`src/rtl/hbd_pkg.sv`:
```
package hbd_pkg;
  localparam int SMP_W   = 16;
  localparam int FLT_W   = 18;
  localparam int DEC_STG = 3;
  localparam int RATE_W  = 2;
  // halfband coefficient set, total gain 2**HB_SHIFT
  localparam int HB_CENTER = 16;
  localparam int HB_NEAR   = 9;
  localparam int HB_SHIFT  = 5;
  localparam int HB_HIST   = 6;
endpackage

```
`src/rtl/iq_pad.sv`:
```
module iq_pad #(
  parameter int IN_W  = 16,
  parameter int OUT_W = 18
) (
  input  logic signed [IN_W-1:0]  din,
  output logic signed [OUT_W-1:0] dout
);
  localparam int PAD = OUT_W - IN_W;
  assign dout = {din, {PAD{1'b0}}};
endmodule

```
`src/rtl/iq_trunc.sv`:
```
module iq_trunc #(
  parameter int IN_W  = 18,
  parameter int OUT_W = 16
) (
  input  logic signed [IN_W-1:0]  din,
  output logic signed [OUT_W-1:0] dout
);
  localparam int DROP = IN_W - OUT_W;
  assign dout = OUT_W'(din >>> DROP);
endmodule

```
`src/rtl/hbd_stage.sv`:
```
module hbd_stage
  import hbd_pkg::*;
#(
  parameter int W = FLT_W
) (
  input  logic                clk,
  input  logic                rst,
  input  logic                en,
  input  logic                clr,
  input  logic                act,
  input  logic                v_in,
  input  logic signed [W-1:0] i_in,
  input  logic signed [W-1:0] q_in,
  output logic                v_out,
  output logic signed [W-1:0] i_out,
  output logic signed [W-1:0] q_out
);
  localparam int SW = W + 7;
  localparam logic signed [SW-1:0] MAXV = SW'((64'sd1 <<< (W - 1)) - 1);
  localparam logic signed [SW-1:0] MINV = -SW'(64'sd1 <<< (W - 1));

  logic phase, ph_eff, fire, take;
  assign ph_eff = clr ? 1'b0 : phase;
  assign fire   = en && act && v_in;
  assign take   = fire && ph_eff;

  always_ff @(posedge clk) begin
    if (rst) begin
      phase <= 1'b0;
      v_out <= 1'b0;
    end else begin
      if (clr) phase <= 1'b0;
      if (fire) phase <= !ph_eff;
      if (en) v_out <= take;
    end
  end

  logic signed [W-1:0] lane_in  [2];
  logic signed [W-1:0] lane_out [2];
  assign lane_in[0] = i_in;
  assign lane_in[1] = q_in;
  assign i_out = lane_out[0];
  assign q_out = lane_out[1];

  function automatic logic signed [SW-1:0] ext(input logic signed [W-1:0] v);
    return SW'(v);
  endfunction

  for (genvar l = 0; l < 2; l++) begin : g_lane
    logic signed [W-1:0]  hist [HB_HIST];
    logic signed [SW-1:0] acc, scaled;
    logic signed [W-1:0]  clamped;

    always_comb begin
      acc = SW'(HB_NEAR) * (ext(hist[1]) + ext(hist[3]))
          + SW'(HB_CENTER) * ext(hist[2])
          - ext(lane_in[l]) - ext(hist[5]);
      scaled = acc >>> HB_SHIFT;
      if (scaled > MAXV)      clamped = W'(MAXV);
      else if (scaled < MINV) clamped = W'(MINV);
      else                    clamped = W'(scaled);
    end

    always_ff @(posedge clk) begin
      if (rst) begin
        for (int j = 0; j < HB_HIST; j++) hist[j] <= '0;
        lane_out[l] <= '0;
      end else if (fire) begin
        hist[0] <= lane_in[l];
        for (int j = 1; j < HB_HIST; j++) hist[j] <= hist[j-1];
        if (ph_eff) lane_out[l] <= clamped;
      end
    end
  end
endmodule

```
`src/rtl/hbd_cascade.sv`:
```
module hbd_cascade
  import hbd_pkg::*;
#(
  parameter int IN_W    = SMP_W,
  parameter int W       = FLT_W,
  parameter int N_STG   = DEC_STG,
  parameter int RSEL_W  = RATE_W
) (
  input  logic                   clk,
  input  logic                   rst,
  input  logic [RSEL_W-1:0]      rate,
  input  logic                   in_valid,
  output logic                   in_ready,
  input  logic signed [IN_W-1:0] in_i,
  input  logic signed [IN_W-1:0] in_q,
  output logic                   out_valid,
  input  logic                   out_ready,
  output logic signed [IN_W-1:0] out_i,
  output logic signed [IN_W-1:0] out_q
);
  logic en, clr;
  logic [RSEL_W-1:0] rate_q;

  assign en       = !out_valid || out_ready;
  assign in_ready = en;
  assign clr      = rate != rate_q;

  always_ff @(posedge clk) begin
    if (rst) rate_q <= '0;
    else     rate_q <= rate;
  end

  logic                v_c [N_STG+1];
  logic signed [W-1:0] i_c [N_STG+1];
  logic signed [W-1:0] q_c [N_STG+1];

  assign v_c[0] = in_valid;
  iq_pad #(.IN_W(IN_W), .OUT_W(W)) u_pad_i (.din(in_i), .dout(i_c[0]));
  iq_pad #(.IN_W(IN_W), .OUT_W(W)) u_pad_q (.din(in_q), .dout(q_c[0]));

  for (genvar k = 0; k < N_STG; k++) begin : g_stg
    logic act;
    assign act = int'(rate) > k;
    hbd_stage #(.W(W)) u_stage (
      .clk(clk), .rst(rst), .en(en), .clr(clr), .act(act),
      .v_in(v_c[k]), .i_in(i_c[k]), .q_in(q_c[k]),
      .v_out(v_c[k+1]), .i_out(i_c[k+1]), .q_out(q_c[k+1])
    );
  end

  int                  sel;
  logic                v_sel;
  logic signed [W-1:0] i_sel, q_sel;
  logic signed [IN_W-1:0] i_nar, q_nar;

  always_comb begin
    sel   = (int'(rate) > N_STG) ? N_STG : int'(rate);
    v_sel = v_c[sel];
    i_sel = i_c[sel];
    q_sel = q_c[sel];
  end

  iq_trunc #(.IN_W(W), .OUT_W(IN_W)) u_trn_i (.din(i_sel), .dout(i_nar));
  iq_trunc #(.IN_W(W), .OUT_W(IN_W)) u_trn_q (.din(q_sel), .dout(q_nar));

  always_ff @(posedge clk) begin
    if (rst) begin
      out_valid <= 1'b0;
      out_i     <= '0;
      out_q     <= '0;
    end else if (en) begin
      out_valid <= v_sel;
      out_i     <= i_nar;
      out_q     <= q_nar;
    end
  end
endmodule

```
`config.mk`:
```
export PLATFORM = sky130hd
export DESIGN_NAME = hbd_cascade
export DESIGN_NICKNAME = d
export VERILOG_FILES = /design/src/rtl/hbd_pkg.sv /design/src/rtl/iq_pad.sv /design/src/rtl/iq_trunc.sv /design/src/rtl/hbd_stage.sv /design/src/rtl/hbd_cascade.sv
export SDC_FILE = /design/constraint.sdc
export NUM_CORES = 2
export LEC_CHECK = 0
export CORE_MARGIN = 1
export CORE_UTILIZATION = 60
export CTS_BUF_LIST = sky130_fd_sc_hd__clkbuf_4 sky130_fd_sc_hd__clkbuf_8
export CTS_CLUSTER_DIAMETER = 100
export DETAILED_ROUTE_END_ITERATION = 8
export DONT_BUFFER_PORTS = 1
export MAX_ROUTING_LAYER = met4
export PLACE_DENSITY = 0.76
export SLEW_MARGIN = 0
export SYNTH_ARGS = -nofsm -noshare
export SYNTH_HDL_FRONTEND = slang
export SYNTH_SLANG_ARGS = --single-unit
```
`constraint.sdc`:
```
create_clock -name clk -period 8.2 [get_ports clk]
set_input_delay 0.82 -clock clk [delete_from_list [all_inputs] [get_ports clk]]
set_output_delay 0.82 -clock clk [all_outputs]
set_load 0.005 [all_outputs]
```
Word-level counts from Yosys, hierarchy flattened
Memories as Yosys holds them, arrays and structs flattened.
Cells that the tools add are included.
{"block": "op_classes", "add_sub_neg": 24, "multipliers": 6, "n_div": 0, "order_cmp": 16, "n_eq_ne": 1, "n_shift": 0, "mux": 92, "bitwise": 43, "reduce_logical": 14}
{"cell": "2-to-1 mux 18 bit", "count": 58}
{"cell": "subtractor 25 x 18 -> 25 bit", "count": 12}
{"cell": "adder 25 x 22 -> 25 bit", "count": 6}
{"cell": "multiplier 5 x 25 -> 25 bit, first input constant", "count": 6}
{"cell": "> comparator 20 x 18 -> 1 bit, second input constant", "count": 6}
{"cell": "less-than comparator 20 x 18 -> 1 bit, second input constant", "count": 6}
{"cell": "adder 18 x 18 -> 19 bit", "count": 6}
{"cell": "binary-select mux 18 bit (select 2 bit)", "count": 2}
{"cell": "OR 1 bit", "count": 42}
{"cell": ">= comparator 32 x 3 -> 1 bit, second input constant", "count": 1}
{"cell": "inverter 2 -> 32 bit", "count": 1}
{"cell": "2-to-1 mux 1 bit", "count": 31}
{"cell": "logical AND 1 bit", "count": 9}
{"cell": "> comparator 2 x 1 -> 1 bit, second input constant", "count": 2}
{"cell": "logical NOT 1 bit", "count": 4}
{"cell": "binary-select mux 1 bit (select 2 bit)", "count": 1}
{"cell": "> comparator 2 bit, second input constant", "count": 1}
{"cell": "inequality test 2 bit", "count": 1}
{"cell": "logical OR 1 bit", "count": 1}
{"block": "word_totals", "register_bits": 41, "latchBits": 0, "ramBits": 756, "mem_bits_ro": 0, "inputBits": 38, "output_inout_bits": 34, "elab_cells": 215, "n_memories": 9}
{"memory": "g_stg[0].u_stage.g_lane[0].hist", "words": 6, "width": 18, "rd": 6, "rd_clocked_by_memory_dff": 0, "write_ports": 6, "line_no": "hbd_stage.sv:50", "text": "logic signed [W-1:0] hist [HB_HIST];"}
{"memory": "g_stg[0].u_stage.g_lane[1].hist", "words": 6, "width": 18, "rd": 6, "rd_clocked_by_memory_dff": 0, "write_ports": 6, "line_no": "hbd_stage.sv:50"}
{"memory": "g_stg[1].u_stage.g_lane[0].hist", "words": 6, "width": 18, "rd": 6, "rd_clocked_by_memory_dff": 0, "write_ports": 6, "line_no": "hbd_stage.sv:50"}
{"memory": "g_stg[1].u_stage.g_lane[1].hist", "words": 6, "width": 18, "rd": 6, "rd_clocked_by_memory_dff": 0, "write_ports": 6, "line_no": "hbd_stage.sv:50"}
{"memory": "g_stg[2].u_stage.g_lane[0].hist", "words": 6, "width": 18, "rd": 6, "rd_clocked_by_memory_dff": 0, "write_ports": 6, "line_no": "hbd_stage.sv:50"}
{"memory": "g_stg[2].u_stage.g_lane[1].hist", "words": 6, "width": 18, "rd": 6, "rd_clocked_by_memory_dff": 0, "write_ports": 6, "line_no": "hbd_stage.sv:50"}
{"memory": "+3 memories"}

Logic depth before layout (Yosys ltp)
An unclocked memory read counts as a cell.
{"block": "depth", "ltp_word": 10, "depth_mapped": 30, "mapped_depth_nobuf": 29}

Cells and area by module
Synthesis repeated with hierarchy kept, for this count alone.
{"block": "unflattened", "cells_unflattened": 4949, "area_unflattened_um2": 55314.3}
{"module": "hbd_stage (g_stg[0].u_stage)", "n_inst": 1, "cells_per_inst": 1575, "area_each_um2": 17729.5, "seq_area_each_um2": 7607.3}
{"module": "hbd_stage (g_stg[2].u_stage)", "n_inst": 1, "cells_per_inst": 1566, "area_each_um2": 17523.1, "seq_area_each_um2": 7607.3}
{"module": "hbd_stage (g_stg[1].u_stage)", "n_inst": 1, "cells_per_inst": 1537, "area_each_um2": 17377.9, "seq_area_each_um2": 7607.3}
{"module": "hbd_cascade", "n_inst": 1, "cells_per_inst": 201, "area_each_um2": 2165.8, "seq_area_each_um2": 700.7}
{"module": "iq_pad", "n_inst": 2, "cells_per_inst": 19, "area_each_um2": 138.9, "seq_area_each_um2": 0.0}
{"module": "iq_trunc", "n_inst": 2, "cells_per_inst": 16, "area_each_um2": 120.1, "seq_area_each_um2": 0.0}

Worst setup path after synthesis
OpenSTA, ideal clock, no wires.
{"block": "synth_path", "kind": "in2reg", "start": "input rate[0]", "end": "memory g_stg[2].u_stage.g_lane[0].hist[0][0] in the netlist's numbering (enable)", "setup_time_ns": 0.615, "t_arrival_ns": 6.613, "required_ns": 7.585, "slack_ns": 0.971, "stages": 3, "path_buffers": 1, "cell_sequence": "clkbuf_1 > nand4_1 > nand2b_1"}
{"element": "start: declaration", "line_no": "hbd_cascade.sv:11", "text": "input logic [RSEL_W-1:0] rate,"}
{"element": "end: declaration", "line_no": "hbd_stage.sv:50"}

==> flow_summary.ini <==
[placement]
dp_cells = 5767
numPortBuffers = 0
dpl.hpwl_mm = 84.0
place_ws_ns = 0.632
place_congestion = 0.927

[setup_path]
startpoint_type = flip-flop
crit_top_cell = a21o_1
crit_start = g_stg[1].u_stage.g_lane[1].hist[0][19]
crit_path_end_kind = flip-flop
r2r_cells = 25
crit_type = reg2reg
cp_slowest_cell = a2111oi_0
r2r_end = g_stg[1].u_stage.lane_out[1][0]
worst-path-stages = 25
reg2reg_slack_ns = 0.68
slowest_delay_ns = 0.91
endpoint = g_stg[1].u_stage.lane_out[1][0]
cp.required_ns = 8.88
cp.arrival_ns = 8.19
crit_family = compound AO/OA/AOI/OAI gates
path_buf_inv = 2
rr_startpoint = g_stg[1].u_stage.g_lane[1].hist[0][19]
critPathMaxFanout = 17

[clocking]
clockBufferDepth = 3
worstSkewPairLatency_ns = 0.81
cts_tree = built
numCtsBuffers = 136
cts_root_buf = clkbuf_8
htreeDepth = 4
clkSinkCount = 769
holdBufCountCts = 0
path_clk_slew_ns = 0.06

[timing]
finClkSkew_ns = 0.0293
post-route-period-util = 0.917
tns_ns = 0
setup_slack_ns = 0.684
drv_slew = 0
setup_violations = 0
final-hold-violation-count = 0
grt_setup_unrepaired = false
slew-limit-headroom = 0.277
tightestPinTransition_ns = 1.08
fmax_mhz = 133
min_period_ns = 7.52

[floorplanning]
boundaryPins = 72
die-area_um2 = 88600
die_w_um = 298
chipHeight_um = 298
core_area_um2 = 86600
row_count = 108
start_util = 0.606

[logic_synthesis]
ys_types = 89
ys_seq_area_frac = 0.432
synth_edf_count = 728
synthCells = 4713
ys_ff_latch = 769
yosysMostFrequentCell = inv_1
synth_top_area_share = 0.417
syn_avg_cell_area_um2 = 11.1
yosysWarnings = 0
async_reset_ff_frac = 0
syn_area_um2 = 52500
syn-num-nets = 5580
synth_ff_type = edfxtp_1
synth_commonest_cells = inv_1 (1058), edfxtp_1 (728), and2_1 (534), ha_1 (513), fa_1 (316)
yosys.area.top_type = edfxtp_1
synthTopCellsByArea = edfxtp_1 (42%), ha_1 (12%), fa_1 (12%)

[worst_hold_path]
min_from = rst
holdCritPathClass = in2reg

[global_route]
first_global_vias = 32796
grt-ovfl-total = 0
antenna_found_initial = 7
grt_max_degree = 193
grt_use_total = 0.267
grt_pass1_wl_mm = 178

[power]
ir_drop_mv = 0.200
power_leakage_nw = 26.1
pwr_density_cell_nw_per_um2 = 290

[finish]
final_layout_size_suffix_gt1_frac = 0.0686
multi_input_area_um2 = 25300
fin_nets = 5618
area_growth_pct = 7.47
regArea_um2 = 22700
fillerInstances = 6598
final_cells = 6020

[drt]
drt-wirelength-per-cell_um = 18.6
vias = 32841
drc = 0
ant_nets = 0
drt_first_pass_iters = 6
drt_iter0_drc = 2479
viasPerCell = 5.46
totalWireLength_mm = 112

[status]
status = finished clean

[run]
cap_viol_max_count = 0
[report_power, final]
part	switching [mW]	internal, mW	total [mW]	leakage (nW)
Clock	1.63	1.95	3.58	1.39
Sequential	0.121	4.49	4.61	7.97
Combinational	4.76	3.40	8.16	16.8
Total	6.50	9.84	16.3	26.1
[cell type report]
| class | instances | share of cell area |
|---|---|---|
| Clock inverter | 61 | 0.00766 |
| Antenna cell | 11 | 0.000488 |
| Inverter | 1058 | 0.0704 |
| Tap cell | 1155 | 0.0256 |
| Clock buffer | 180 | 0.0401 |
| Multi-Input combinational cell | 2762 | 0.450 |
| Sequential cell | 769 | 0.402 |
| Timing Repair Buffer | 24 | 0.00386 |
[repair_timing]
| item | 4_1_cts | 5_1_grt |
|---|---|---|
| setup buffers | 0 | 1 |
| setup endpoints to repair | 0 | 17 |
| resized for setup | 0 | 0 |
[logic make-up after synthesis]
| logic type | share of synthesized area |
|---|---|
| multiplexers | 0.0147 |
| adder cells (fa/ha/maj) | 0.243 |
| AO/OA/AOI/OAI | 0.0707 |
| XOR/XNOR | 0.0333 |
| buffers and inverters | 0.0856 |
| AND/OR/NAND/NOR | 0.120 |
| flip-flops | 0.432 |
[worst register-to-register path: cells and delay by family, from the launching register on]
| kind | cells | cell delay [ns] |
|---|---|---|
| fa+ha+maj | 5 | 1.99 |
| compound gates | 15 | 4.00 |
| simple gates | 2 | 0.68 |
| buf+inv | 2 | 0.09 |
| flops | 1 | 0.44 |
| xor+xnor | 1 | 0.19 |
[state kept, by name, indices dropped and copies added (netlist names)]
name                       cells
g_stg.u_stage.g_lane.hist    624
g_stg.u_stage.lane_out       104
g_stg.u_stage.phase            3
g_stg.u_stage.v_out            3
out_i                         16
out_q                         16
out_valid                      1
rate_q                         2
[placed cells by master (no fill, tap or decap), types with 15 or more instances in the layout]
master,n
ha_1,513
buf_4,21
xor2_1,58
nor4_1,42
a21oi_1,153
or3_1,19
nor3_1,112
nand4_1,15
clkbuf_8,145
inv_1,1058
o22ai_1,23
edfxtp_1,728
a21o_1,91
nand3_1,40
or2_2,15
xnor2_1,138
nand2b_1,34
and3_1,15
o21a_1,16
o21bai_1,26
o21ai_1,24
dfxtp_1,41
nand2_1,150
clkinv_2,15
and2_1,534
o21ai_0,93
nor2_1,108
mux4_2,33
clkinv_1,28
fa_1,316
nor2b_1,34
clkbuf_4,35
[worst min path at each step]
stage	slack [ns]	cells past startpoint	end
floorplan	0.43	2	g_stg[2].u_stage.v_out
global placement	0.44	2	g_stg[2].u_stage.v_out
detailed placement	0.46	2	out_i[9]
CTS	0.07	1	out_q[14]
global route	0.11	1	out_q[14]
finish	0.17	1	out_q[14]
[metal layers]
| metal | up-vias | global-route usage | part of all wire |
|---|---|---|---|
| met4 | 0 | 0.0873 | 0.026 |
| met2 | 955 | 0.386 | 0.44 |
| met5 | - | - | 0 |
| li1 | 15647 | - | - |
| met1 | 16035 | 0.372 | 0.45 |
| met3 | 204 | 0.0630 | 0.084 |
[through the flow]
step | util | instance area, um^2 | total power, mW | hold WS (ns)
CTS | 0.650 | 56300 | 16.4 | 0.0654
global route | 0.651 | 56400 | 17.7 | 0.110
finish | 0.651 | 56400 | 16.3 | 0.172
detailed placement | 0.619 | 53600 | 12.8 | 0.463
floorplan | - | 52500 | 11.1 | 0.429
global placement | 0.619 | 53600 | 12.6 | 0.444
(Power assumes the default switching activity.)
